--- config.mk ---
export PLATFORM = sky130hd
export DESIGN_NAME = adec_master_decode
export DESIGN_NICKNAME = d
export VERILOG_FILES = /design/src/rtl/adec_pkg.sv /design/src/rtl/adec_boot_ctrl.sv /design/src/rtl/adec_window_map.sv /design/src/rtl/adec_ddr_steer.sv /design/src/rtl/adec_path_check.sv /design/src/rtl/adec_master_decode.sv
export SDC_FILE = /design/constraint.sdc
export NUM_CORES = 1
export LEC_CHECK = 0
export BUFFER_PORTS_ARGS = -buffer_cell sky130_fd_sc_hd__buf_2
export CORE_AREA = 2 2 39 41
export DETAILED_ROUTE_END_ITERATION = 16
export DIE_AREA = 0 0 41 43
export PLACE_DENSITY = 0.66
export SLEW_MARGIN = 10
export SYNTH_ARGS = -nofsm -noshare
export SYNTH_HDL_FRONTEND = slang
export SYNTH_SLANG_ARGS = --single-unit
--- constraint.sdc ---
create_clock -name clk -period 3.5 [get_ports clk]
set_input_delay 0.525 -clock clk [delete_from_list [all_inputs] [get_ports clk]]
set_output_delay 0.525 -clock clk [all_outputs]
set_load 0.05 [all_outputs]
--- src/rtl/adec_pkg.sv ---
// Shared types for the per-master address decoder.
// Assumes eight slave ports and a window tag taken from the top address bits.
package adec_pkg;

    localparam int SLV_W = 3;

    // Slave port numbering; the values are the slave_sel_o encoding.
    typedef enum logic [SLV_W-1:0] {
        SLV_SRAM   = 3'd0,
        SLV_ROM    = 3'd1,
        SLV_DDR0   = 3'd2,
        SLV_DDR1   = 3'd3,
        SLV_DDR2   = 3'd4,
        SLV_DDR3   = 3'd5,
        SLV_XMEM   = 3'd6,
        SLV_PERIPH = 3'd7
    } slave_e;

    // Decoded address windows.
    typedef enum logic [2:0] {
        WIN_BOOT,
        WIN_ROM,
        WIN_SRAM,
        WIN_XMEM,
        WIN_DDR,
        WIN_PERIPH,
        WIN_NONE
    } window_e;

endpackage

--- src/rtl/adec_boot_ctrl.sv ---
// Boot state holder: captures the non-volatile boot strap while reset is low
// and keeps the remap flag. Assumes set/clear requests are single-cycle pulses.
module adec_boot_ctrl (
    input  logic clk,
    input  logic rst_n,
    input  logic boot_strap_i,
    input  logic remap_set_i,
    input  logic remap_clr_i,
    output logic boot_ext_o,
    output logic remap_o
);

    logic boot_ext_q;
    logic remap_q;

    // Strap capture: follow the strap during reset, hold after release.
    always_ff @(posedge clk) begin
        if (!rst_n) begin
            boot_ext_q <= boot_strap_i;
        end
    end

    // Remap flag: clear has priority over set; reset clears.
    always_ff @(posedge clk) begin
        if (!rst_n) begin
            remap_q <= 1'b0;
        end else if (remap_clr_i) begin
            remap_q <= 1'b0;
        end else if (remap_set_i) begin
            remap_q <= 1'b1;
        end
    end

    assign boot_ext_o = boot_ext_q;
    assign remap_o    = remap_q;

    AST_STRAP_FROZEN: assert property (@(posedge clk) disable iff (!rst_n)
        $past(rst_n) |-> $stable(boot_ext_q));

    AST_REMAP_CLR_WINS: assert property (@(posedge clk) disable iff (!rst_n)
        remap_clr_i |=> !remap_q);

    AST_REMAP_SETS: assert property (@(posedge clk) disable iff (!rst_n)
        (remap_set_i && !remap_clr_i) |=> remap_q);

endmodule

--- src/rtl/adec_window_map.sv ---
// Window decoder: classifies an address by its top TAG_W bits.
// Assumes every window is aligned to a tag boundary.
module adec_window_map
    import adec_pkg::*;
#(
    parameter int              AW       = 32,
    parameter int              TAG_W    = 4,
    parameter logic [TAG_W-1:0] TAG_BOOT = 4'h0,
    parameter logic [TAG_W-1:0] TAG_ROM  = 4'h1,
    parameter logic [TAG_W-1:0] TAG_SRAM = 4'h3,
    parameter logic [TAG_W-1:0] TAG_XMEM = 4'h6,
    parameter logic [TAG_W-1:0] TAG_DDR  = 4'h7,
    parameter logic [TAG_W-1:0] TAG_PERI = 4'hF
) (
    input  logic [AW-1:0] addr_i,
    output window_e       win_o
);

    localparam int TAG_LSB = AW - TAG_W;

    logic [TAG_W-1:0] tag;
    assign tag = addr_i[AW-1:TAG_LSB];

    // Tag compare: one window per tag value, the rest unmapped.
    always_comb begin
        if (tag == TAG_BOOT)      win_o = WIN_BOOT;
        else if (tag == TAG_ROM)  win_o = WIN_ROM;
        else if (tag == TAG_SRAM) win_o = WIN_SRAM;
        else if (tag == TAG_XMEM) win_o = WIN_XMEM;
        else if (tag == TAG_DDR)  win_o = WIN_DDR;
        else if (tag == TAG_PERI) win_o = WIN_PERIPH;
        else                      win_o = WIN_NONE;
    end

endmodule

--- src/rtl/adec_ddr_steer.sv ---
// DDR port steering: picks one of four DDR ports from master number and
// video mode. Assumes the two dedicated-port pairs are fixed master numbers.
module adec_ddr_steer
    import adec_pkg::*;
#(
    parameter int MIDW     = 4,
    parameter int CPU_I_ID = 0,
    parameter int CPU_D_ID = 1,
    parameter int DISP_ID  = 7,
    parameter int VDEC_ID  = 11
) (
    input  logic [MIDW-1:0] master_id_i,
    input  logic            video_mode_i,
    output slave_e          port_o
);

    localparam logic [MIDW-1:0] ID_CI = MIDW'(CPU_I_ID);
    localparam logic [MIDW-1:0] ID_CD = MIDW'(CPU_D_ID);
    localparam logic [MIDW-1:0] ID_DP = MIDW'(DISP_ID);
    localparam logic [MIDW-1:0] ID_VD = MIDW'(VDEC_ID);

    slave_e shared_port;

    // Shared ports: even numbers to port 2, odd to port 3.
    assign shared_port = master_id_i[0] ? SLV_DDR3 : SLV_DDR2;

    // Dedicated port selection by mode.
    always_comb begin
        port_o = shared_port;
        if (!video_mode_i) begin
            if (master_id_i == ID_CI)      port_o = SLV_DDR0;
            else if (master_id_i == ID_CD) port_o = SLV_DDR1;
        end else begin
            if (master_id_i == ID_VD)      port_o = SLV_DDR0;
            else if (master_id_i == ID_DP) port_o = SLV_DDR1;
        end
    end

endmodule

--- src/rtl/adec_path_check.sv ---
// Access permission check: flags master numbers out of range and masters
// without permission to the peripheral slave. Assumes all other paths open.
module adec_path_check
    import adec_pkg::*;
#(
    parameter int                  MIDW      = 4,
    parameter int                  N_MASTERS = 12,
    parameter logic [N_MASTERS-1:0] PERI_OK  = 12'h007
) (
    input  logic [MIDW-1:0] master_id_i,
    input  slave_e          slave_i,
    output logic            forbid_o
);

    localparam int ID_SPACE = 2 ** MIDW;

    logic [ID_SPACE-1:0] id_known;
    logic [ID_SPACE-1:0] peri_allow;

    // Expand the per-master masks over the whole number space.
    for (genvar g = 0; g < ID_SPACE; g++) begin : g_mask
        if (g < N_MASTERS) begin : g_in
            assign id_known[g]   = 1'b1;
            assign peri_allow[g] = PERI_OK[g];
        end else begin : g_out
            assign id_known[g]   = 1'b0;
            assign peri_allow[g] = 1'b0;
        end
    end

    // Forbid unknown masters and unlisted peripheral access.
    always_comb begin
        forbid_o = !id_known[master_id_i];
        if (slave_i == SLV_PERIPH && !peri_allow[master_id_i]) begin
            forbid_o = 1'b1;
        end
    end

endmodule

--- src/rtl/adec_master_decode.sv ---
// Per-master address decoder top: window decode, boot routing with remap,
// DDR steering and permission check. Outputs are combinational from the
// address and the registered boot/remap state.
module adec_master_decode
    import adec_pkg::*;
#(
    parameter int                  AW        = 32,
    parameter int                  N_MASTERS = 12,
    parameter int                  MIDW      = 4,
    parameter logic [N_MASTERS-1:0] PERI_OK  = 12'h007
) (
    input  logic             clk,
    input  logic             rst_n,
    input  logic             boot_strap_i,
    input  logic             remap_set_i,
    input  logic             remap_clr_i,
    input  logic             video_mode_i,
    input  logic             valid_i,
    input  logic [MIDW-1:0]  master_id_i,
    input  logic [AW-1:0]    addr_i,
    output logic [SLV_W-1:0] slave_sel_o,
    output logic             sel_vld_o,
    output logic             path_err_o
);

    logic    boot_ext;
    logic    remap;
    window_e win;
    slave_e  ddr_port;
    slave_e  boot_slave;
    slave_e  cand;
    logic    unmapped;
    logic    forbid;
    logic    err;

    adec_boot_ctrl u_boot (
        .clk          (clk),
        .rst_n        (rst_n),
        .boot_strap_i (boot_strap_i),
        .remap_set_i  (remap_set_i),
        .remap_clr_i  (remap_clr_i),
        .boot_ext_o   (boot_ext),
        .remap_o      (remap)
    );

    adec_window_map #(.AW(AW)) u_win (
        .addr_i (addr_i),
        .win_o  (win)
    );

    adec_ddr_steer #(.MIDW(MIDW)) u_ddr (
        .master_id_i  (master_id_i),
        .video_mode_i (video_mode_i),
        .port_o       (ddr_port)
    );

    // Boot window target: remap first, then the captured strap.
    always_comb begin
        if (remap)         boot_slave = SLV_SRAM;
        else if (boot_ext) boot_slave = SLV_XMEM;
        else               boot_slave = SLV_ROM;
    end

    // Candidate slave per window.
    always_comb begin
        unmapped = 1'b0;
        unique case (win)
            WIN_BOOT:   cand = boot_slave;
            WIN_ROM:    cand = SLV_ROM;
            WIN_SRAM:   cand = SLV_SRAM;
            WIN_XMEM:   cand = SLV_XMEM;
            WIN_DDR:    cand = ddr_port;
            WIN_PERIPH: cand = SLV_PERIPH;
            default: begin
                cand     = SLV_SRAM;
                unmapped = 1'b1;
            end
        endcase
    end

    adec_path_check #(
        .MIDW      (MIDW),
        .N_MASTERS (N_MASTERS),
        .PERI_OK   (PERI_OK)
    ) u_chk (
        .master_id_i (master_id_i),
        .slave_i     (cand),
        .forbid_o    (forbid)
    );

    // Output gating: error or idle drives no selection.
    assign err         = valid_i && (unmapped || forbid);
    assign path_err_o  = err;
    assign sel_vld_o   = valid_i && !err;
    assign slave_sel_o = sel_vld_o ? cand : '0;

    AST_ERR_NO_SEL: assert property (@(posedge clk) disable iff (!rst_n)
        path_err_o |-> (!sel_vld_o && slave_sel_o == '0));

    AST_IDLE_QUIET: assert property (@(posedge clk) disable iff (!rst_n)
        !valid_i |-> (!sel_vld_o && !path_err_o));

    AST_REMAP_SRAM: assert property (@(posedge clk) disable iff (!rst_n)
        (remap && win == WIN_BOOT && sel_vld_o) |-> slave_sel_o == SLV_SRAM);

    AST_VDEC_PORT0: assert property (@(posedge clk) disable iff (!rst_n)
        (valid_i && video_mode_i && win == WIN_DDR && master_id_i == MIDW'(11))
        |-> slave_sel_o == SLV_DDR0);

    AST_NET_NO_PERI: assert property (@(posedge clk) disable iff (!rst_n)
        (valid_i && win == WIN_PERIPH && master_id_i == MIDW'(8)) |-> path_err_o);

endmodule

Yosys cells after proc, flatten, opt, wreduce, memory -nomap -nowiden
Memories as Yosys holds them, arrays and structs flattened. Cells that the tools add are included.

Bits in read-only memories: 32. Register bits: 2. Input port bits: 43. Output and inout bits: 5. Logic and storage cells: 52. Memories kept: 2.

Memory list: (no name shown) (words 16, width 1, read ports 1, clocked after Yosys merged registers in 0, wr ports 0, line adec_path_check.sv:33) `forbid_o = !id_known[master_id_i];`; (no name shown) (words 16, width 1, read ports 1, clocked after Yosys merged registers in 0, wr ports 0, line adec_path_check.sv:34) `if (slave_i == SLV_PERIPH && !peri_allow[master_id_i]) begin`.

Reduce and logical (&&, ||, !) cells: 12. Equal/unequal tests: 14. Bitwise operators: 1. Order comparisons: 1. Muxes and demuxes: 20.

Operators by type and width (number): two-way mux 3 bit (13); one-hot mux 3 bit (5 select lines) (1); equality test 4 x 3 -> 1 bit (second input constant) (3); equality test 3 bit (second input constant) (3); equality test 4 x 1 -> 1 bit (second input constant) (2); equality test 4 bit (second input constant) (2); zero test 4 bit (2); equality test 3 x 2 -> 1 bit (second input constant) (2); OR reduction 6 bit (1); less-than comparator 4 x 5 -> 1 bit (second input constant) (1); two-way mux 1 bit (5); equality test 4 x 2 -> 1 bit (second input constant) (1); equality test 3 x 1 -> 1 bit (second input constant) (1); logical AND 1 bit (3); zero test 1 bit (3); zero test 3 bit (1); two-way mux 2 bit (1); OR reduction 2 bit (1); logical OR 1 bit (1); NOT 1 bit (1).

Depth between registers and ports, before layout
Gate-level depths: netlist of run 1.

Word-level depth: 17. Gate-level depth with buffers: 5. Mapped depth without buffers: 5.

Hierarchy
From an unflattened synthesis of run 1, not the netlist that was laid out.

Cell total of the unflattened synthesis: 45. Area, all modules: 342.8 µm².

Modules (own cells, without submodules): adec_master_decode (times used 1, area each 113.9 µm², cells an instance 18, sequential area each 0.0 µm²); adec_window_map (times used 1, area each 70.1 µm², cells an instance 10, sequential area each 0.0 µm²); adec_boot_ctrl (times used 1, area each 67.6 µm², cells an instance 5, sequential area each 50.0 µm²); adec_ddr_steer (times used 1, area each 58.8 µm², cells an instance 7, sequential area each 0.0 µm²); adec_path_check (times used 1, area each 32.5 µm², cells an instance 5, sequential area each 0.0 µm²).

Least setup slack after synthesis of run 1
Ideal clock, no wire load.

Path kind: input to output. Start point: input addr_i[28]. End point: output slave_sel_o[1]. Cell stages on the path: 5. Buffers on the path: 0. Required time: 2.975 ns. Setup slack: 0.343 ns. Data arrival time: 2.632 ns. Path through: and4b_1 -> o211ai_1 -> o311ai_1 -> a311oi_2 -> nor2b_1.

Longest elaborated chain between the ends: 17. Elaborated cells between the ends (all ways): 29. Classes of those cells: eq/ne (11); mux (10); reduce/logical (8).

Ends and longest elaborated chain: start: declaration (line adec_master_decode.sv:20) `input logic [AW-1:0] addr_i,`; equality test 4 bit (line adec_window_map.sv:31) `else if (tag == TAG_PERI) win_o = WIN_PERIPH;`; two-way mux 2 bit (line adec_window_map.sv:31); two-way mux 3 bit (line adec_window_map.sv:30) `else if (tag == TAG_DDR) win_o = WIN_DDR;`; two-way mux 3 bit (line adec_window_map.sv:29) `else if (tag == TAG_XMEM) win_o = WIN_XMEM;`; two-way mux 3 bit (line adec_window_map.sv:28) `else if (tag == TAG_SRAM) win_o = WIN_SRAM;`; two-way mux 3 bit (line adec_window_map.sv:27) `else if (tag == TAG_ROM) win_o = WIN_ROM;`; two-way mux 3 bit * (line adec_window_map.sv:26) `if (tag == TAG_BOOT) win_o = WIN_BOOT;`; equality test 3 bit, or another cell as far along (line adec_master_decode.sv:67) `unique case (win)`; [2 not listed]; logical AND 1 bit (line adec_path_check.sv:34); two-way mux 1 bit (line adec_path_check.sv:34); logical OR 1 bit * (line adec_master_decode.sv:92) `assign err = valid_i && (unmapped || forbid);`; logical AND 1 bit * (line adec_master_decode.sv:92); zero test 1 bit * (line adec_master_decode.sv:94) `assign sel_vld_o = valid_i && !err;`; logical AND 1 bit * (line adec_master_decode.sv:94); via sel_vld_o (line adec_master_decode.sv:22) `output logic sel_vld_o,`; two-way mux 3 bit * (line adec_master_decode.sv:95) `assign slave_sel_o = sel_vld_o ? cand : '0;`; end: declaration (line adec_master_decode.sv:21) `output logic [SLV_W-1:0] slave_sel_o,`.

Mark *: on every way through the listed nets, which the timed path passes. The rest lies on a longest branch.

Worst setup path after layout of run 1
Start point: input addr_i[29]. End point: output slave_sel_o[0].

Longest elaborated chain between the ends: 17. Elaborated cells between the ends (all ways): 29. Classes of those cells: eq/ne (11); mux (10); reduce/logical (8).

Ends and longest elaborated chain (line): equality test 4 bit (adec_window_map.sv:31); two-way mux 2 bit (adec_window_map.sv:31); two-way mux 3 bit (adec_window_map.sv:30); two-way mux 3 bit (adec_window_map.sv:29); two-way mux 3 bit (adec_window_map.sv:28); two-way mux 3 bit (adec_window_map.sv:27); two-way mux 3 bit * (adec_window_map.sv:26); equality test 3 bit, or another cell as far along (adec_master_decode.sv:67); one-hot mux 3 bit (5 select lines) (adec_master_decode.sv:67); equality test 3 bit (adec_path_check.sv:34); logical AND 1 bit (adec_path_check.sv:34); two-way mux 1 bit (adec_path_check.sv:34); logical OR 1 bit (adec_master_decode.sv:92); logical AND 1 bit (adec_master_decode.sv:92); zero test 1 bit (adec_master_decode.sv:94); logical AND 1 bit (adec_master_decode.sv:94); two-way mux 3 bit * (adec_master_decode.sv:95).

Mark *: on every way between the ends. The rest lies on a longest branch, timed or not.

==> results.ini, run 1 <==
[final_layout]
multiInputGateArea_um2 = 211
seqCellArea_um2 = 50.0
num-fill-cells = 153
diodes = 0
layout.nets = 103
syn2layout_area_growth_pct = 50.4
drive_above_1_share_pct = 42.4
final_area_um2 = 422

[worst_setup_path]
slowest_stage = or3_1
worst_ep_required_time_ns = 2.97
cp_max_fo = 6
rr_startpoint = u_boot.remap_o
critPathLaunchType = primary input
reg2regPathDepth = 2
crit_path_frequent_cell = buf_2
path_class = primary input to output port
crit_arrival_ns = 2.06
crit_path_cell_trace = buf_2 -> or3_1 -> o21a_1 -> o31ai_4 -> a311oi_2 -> and2_1 -> buf_2
cp-end-kind = output port
crit_path_start = addr_i[29]
worst_path_largest_cell_delay_ns = 0.36

[floorplan]
die_h_um = 43
ioPinCount = 48
dieArea_mm2 = 0.00176
fp.dieW_um = 41
coreArea_mm2 = 0.00138
rows = 14
start_util_pct = 20.3

[detailed_routing]
routed_wirelength_um = 699
first_iter_violations = 3
first_pass_iters = 4
ant_nets = 0
post_drt_wl_per_cell_um = 9.32
vias = 359
via_per_inst = 4.79
route.detailed.drc = 0

[clock_tree]
htreeDepth = 1
clockRootBuffer = clkbuf_4
cts-buffers-inserted = 3
clock-sinks = 2
postCtsSetupRepairBufs = 0
clk_latency_ns = 0.22
clk_pin_slew_ns = 0.03
cts_buffer_depth = 2
cts_tree = yes
postCtsHoldBufs = 0
cts_resized = 0

[global_routing]
grt_antenna_before_repair = 0
grt_pass1_vias = 270
track_usage_pct = 8.83
grt_pass1_wl_um = 993
grt_remaining_overflow = 0
grt_max_degree = 8

[place]
port_buffers = 19
place_ws_ns = 0.897
placed_cell_area_um2 = 395
hpwl_um = 584
place_congestion = 0.701

[pwr]
seqPwrFrac_pct = 21.7
power_switching_uw = 40.6
comb_power_share_pct = 32.5
p_leak_uw = 0.000198
power_density_mw_per_mm2 = 296
peakVddDrop_mv = 0.132
clockPowerShare_pct = 45.9
power.internal_uw = 84.4
switching_share_pct = 32.5

[synth]
ys_ff_latch = 2
syn_area_um2 = 280
ys_seq_area_share_pct = 17.9
ys_warn_count = 0
ys_types = 25
synth_cells = 36
avgSynthCellArea_um2 = 7.79
syn_nets = 79

[timing]
finalHoldViolations = 0
holdWs_ns = 0.469
finalWorstSetupSlack_ns = 0.916
fin_crit_sh_pct = 73.8
maxSlewHeadroom_pct = 68.9
slew_violations = 0
rsz0062_at_grt = false
fmax_mhz = 387
setup_viol = 0
tns_ns = 0
fin_skew_ns = 0
period_needed_ns = 2.58
tightest_slew_ns = 0.459

[hold_path]
min_from = remap_clr_i
hp-class = primary input to flip-flop
hold_depth = 2

[status]
status = completed

[run]
cap_violations = 0

Yosys cell counts:
master	n	area [um2]
a311oi_2	1	15.0
nor2b_1	2	12.5
nand2_1	2	7.51
edfxtp_1	1	30.0
nand4_1	2	12.5
a31oi_1	1	6.26
nand2b_1	1	6.26
o211ai_1	2	15.0
inv_1	5	18.8
nand3_1	1	5.00
o41a_2	1	12.5
and4b_1	1	10.0
o22ai_1	1	6.26
nor2_1	2	7.51
o31ai_4	1	21.3
or3_1	1	6.26
and2_1	1	6.26
o21ai_0	1	5.00
o21a_1	2	15.0
o311ai_1	1	8.76
dfxtp_1	1	20.0
a211o_1	1	8.76
o31a_1	1	8.76
a21oi_1	2	10.0
nor3_1	1	5.00
area by class of cell:
cell class	count	share of cell area [%]
clock buffers	4	6.23
flip-flops and latches	2	11.9
well taps	16	4.75
inverters	5	4.45
repair buffers	19	22.6
multi-input cells	29	50.1
placed cells by master, fill, tap and decap left out, types with 2 or more instances in the layout:
| cell type | instances |
|---|---|
| nor2_1 | 2 |
| nand2_1 | 2 |
| clkbuf_4 | 3 |
| nand4_1 | 2 |
| o21a_1 | 2 |
| a21oi_1 | 2 |
| o211ai_1 | 2 |
| nor2b_1 | 2 |
| inv_1 | 5 |
| buf_2 | 19 |
flip-flops by register name, summed over array words and instances, names as in the netlist:
register,flops
u_boot.remap_o,1
u_boot.boot_ext_o,1
logic make-up (layout without fill, tap and decap cells):
logic type             Yosys count  after routing  share of synthesized area, %
AOI/OAI and AO/OA               15             15                          47.3
buffers and inverters            5             28                          6.70
DFF                              2              2                          17.9
and+or+nand+nor                 14             14                          28.1
per-stage QoR:
step	cells	util [%]	total power [uW]
final	75	30.5	125
after global routing	75	30.5	140
after CTS	75	30.5	129
after detailed placement	71	28.6	68.1
after global placement	71	28.6	67.3
after floorplan	36	-	50.8
metal layers:
| metal | part of all wire [%] | vias up | global-route usage, % | wire, um |
|---|---|---|---|---|
| met5 | 0 | - | 0 | 0 |
| met4 | 0 | 0 | 8.00 | 0 |
| met3 | 9.2 | 0 | 3.14 | 64 |
| met2 | 44 | 18 | 12.2 | 308 |
| met1 | 47 | 153 | 9.94 | 327 |
| li1 | - | 188 | - | - |
critical path, delay by kind of cell:
kind            cells  cell delay, ns
compound gates      3            0.63
buf+inv             2            0.33
simple gates        2            0.56
power groups by stage:
stage          clock, uW  combinational [uW]  sequential (uW)
2_1_floorplan          0                23.6             27.2
3_3_place_gp           0                39.9             27.3
3_5_place_dp           0                40.7             27.4
4_1_cts             60.8                40.8             27.1
5_1_grt             68.1                44.3             27.2
6_report            57.3                40.6             27.1
worst paths after layout:
path	end	slack (ns)
max	slave_sel_o[0]	0.92
min	u_boot.remap_o	0.47
max reg2reg	u_boot.remap_o	2.94
min reg2reg	u_boot.remap_o	0.50
(Power assumes the default switching activity.)
==> inputs of run 2 (changes only) <==
- clock period: 3.5 -> 2.64 ns (I/O delays scaled with it)
==> results.ini, run 2 (synthesis results as in run 1) <==
[status]
status = completed

[clock_tree]
clk_latency_ns = 0.22
clock-sinks = 2
htreeDepth = 1
clk_pin_slew_ns = 0.03
cts_resized = 0
cts_tree = yes
clockRootBuffer = clkbuf_4
postCtsSetupRepairBufs = 0
cts_buffer_depth = 2
cts-buffers-inserted = 3
postCtsHoldBufs = 0

[detailed_routing]
first_iter_violations = 1
routed_wirelength_um = 753
via_per_inst = 4.83
route.detailed.drc = 0
routed.top_layer = met3
ant_nets = 0
post_drt_wl_per_cell_um = 9.91
vias = 367
wl_met3_um = 62
wl_met1_um = 294
met2WireLength_um = 395
first_pass_iters = 2

[place]
hpwl_um = 622
place_congestion = 0.706
place_ws_ns = 0.317
post-place-cells = 72
port_buffers = 19

[worst_setup_path]
cp_max_fo = 4
worst_ep_required_time_ns = 2.24
cp-end-kind = output port
path_class = flip-flop to output port
crit_arrival_ns = 1.93
critPathLaunchType = flip-flop
crit_path_end = slave_sel_o[0]
timing.reg2reg.setup_slack_ns = 2.08
crit_path_start = u_boot.remap_o
reg2regPathDepth = 2
rr_startpoint = u_boot.remap_o
rr_endpoint = u_boot.remap_o

[timing]
holdWs_ns = 0.341
tns_ns = 0
period_needed_ns = 2.32
setup_viol = 0
finalWorstSetupSlack_ns = 0.315
maxSlewHeadroom_pct = 77.8
fin_crit_sh_pct = 88.1
fmax_mhz = 430
finalHoldViolations = 0
slew_violations = 0
fin_skew_ns = 0
tightest_slew_ns = 0.331
rsz0062_at_grt = false

[floorplan]
coreArea_mm2 = 0.00138
fp.dieW_um = 41
dieArea_mm2 = 0.00176
ioPinCount = 48
start_util_pct = 20.3
rows = 14
die_h_um = 43

[global_routing]
grt_remaining_overflow = 0
grt_antenna_before_repair = 0
grt_pass1_wl_um = 1150
grt_max_degree = 8
grt_pass1_vias = 336
track_usage_pct = 9.52

[final_layout]
diodes = 0
fin_cells = 76
layout.nets = 104
mostFrequentLayoutCells = buf_2, inv_1, clkbuf_4
layout_commonest_cell = buf_2
syn2layout_area_growth_pct = 58.0
drive_above_1_share_pct = 45.0

[pwr]
peakVddDrop_mv = 0.213
p_leak_uw = 0.000205
power_density_mw_per_mm2 = 384

[run]
cap_violations = 0

[hold_path]
hp-class = primary input to flip-flop

==> run 2: cell count changes in the layout (fill, tap and decap cells not counted) <==
| cell | previous run | this run |
|---|---|---|
| a311oi_4 | 0 | 1 |
| nor2b_1 | 2 | 1 |
| a311oi_2 | 1 | 0 |
| nor2b_2 | 0 | 1 |
| buf_4 | 0 | 1 |
==> run 2: report_power, final <==
| part | switching, uW | leakage (uW) | internal, uW | total [uW] |
|---|---|---|---|---|
| clock network | 19.2 | 0.0000150 | 56.3 | 75.5 |
| registers | 0.859 | 0.0000180 | 35.0 | 35.9 |
| logic | 35.7 | 0.000172 | 22.9 | 58.7 |
| total | 55.8 | 0.000205 | 114 | 170 |
==> run 2: per-stage QoR <==
step                      total power (uW)  cell area, um2  utilization (%)
after floorplan                       70.1             294                -
after global placement                93.9             417             30.1
after detailed placement              95.0             417             30.1
after CTS                              175             443             32.0
after global routing                   185             443             32.0
final                                  170             443             32.0
==> run 2: how the worst min path moves through the flow <==
stage / startpoint / to / slack (ns) / depth (start not counted)
finish: remap_clr_i / u_boot.remap_o / 0.34 / 2
global route: remap_clr_i / u_boot.remap_o / 0.33 / 2
CTS: remap_clr_i / u_boot.remap_o / 0.33 / 2
detailed placement: u_boot.remap_o / u_boot.remap_o / 0.48 / 2
global placement: u_boot.remap_o / u_boot.remap_o / 0.48 / 2
floorplan: u_boot.remap_o / u_boot.remap_o / 0.46 / 2
==> run 2: area by class of cell <==
cell class	instances	area [um2]
sequential	2	50.0
multi-input combinational	29	225
tap	16	20.0
clock buffer	4	26.3
fill	161	941
timing repair buffer	20	103
inverter	5	18.8
==> run 2: metal layers <==
metal,vias to the layer above,global-route usage [%]
met5,-,0
met4,0,8.00
met3,0,1.57
met2,13,15.3
met1,163,9.90
li1,191,-
==> run 2: critical path, cell delays in order, from the launching register on <==
cell and delay [ns]:
dfxtp_1 0.29, or3_1 0.38, o21a_1 0.20, o31ai_4 0.29
a311oi_4 0.15, and2_1 0.18, buf_2 0.20
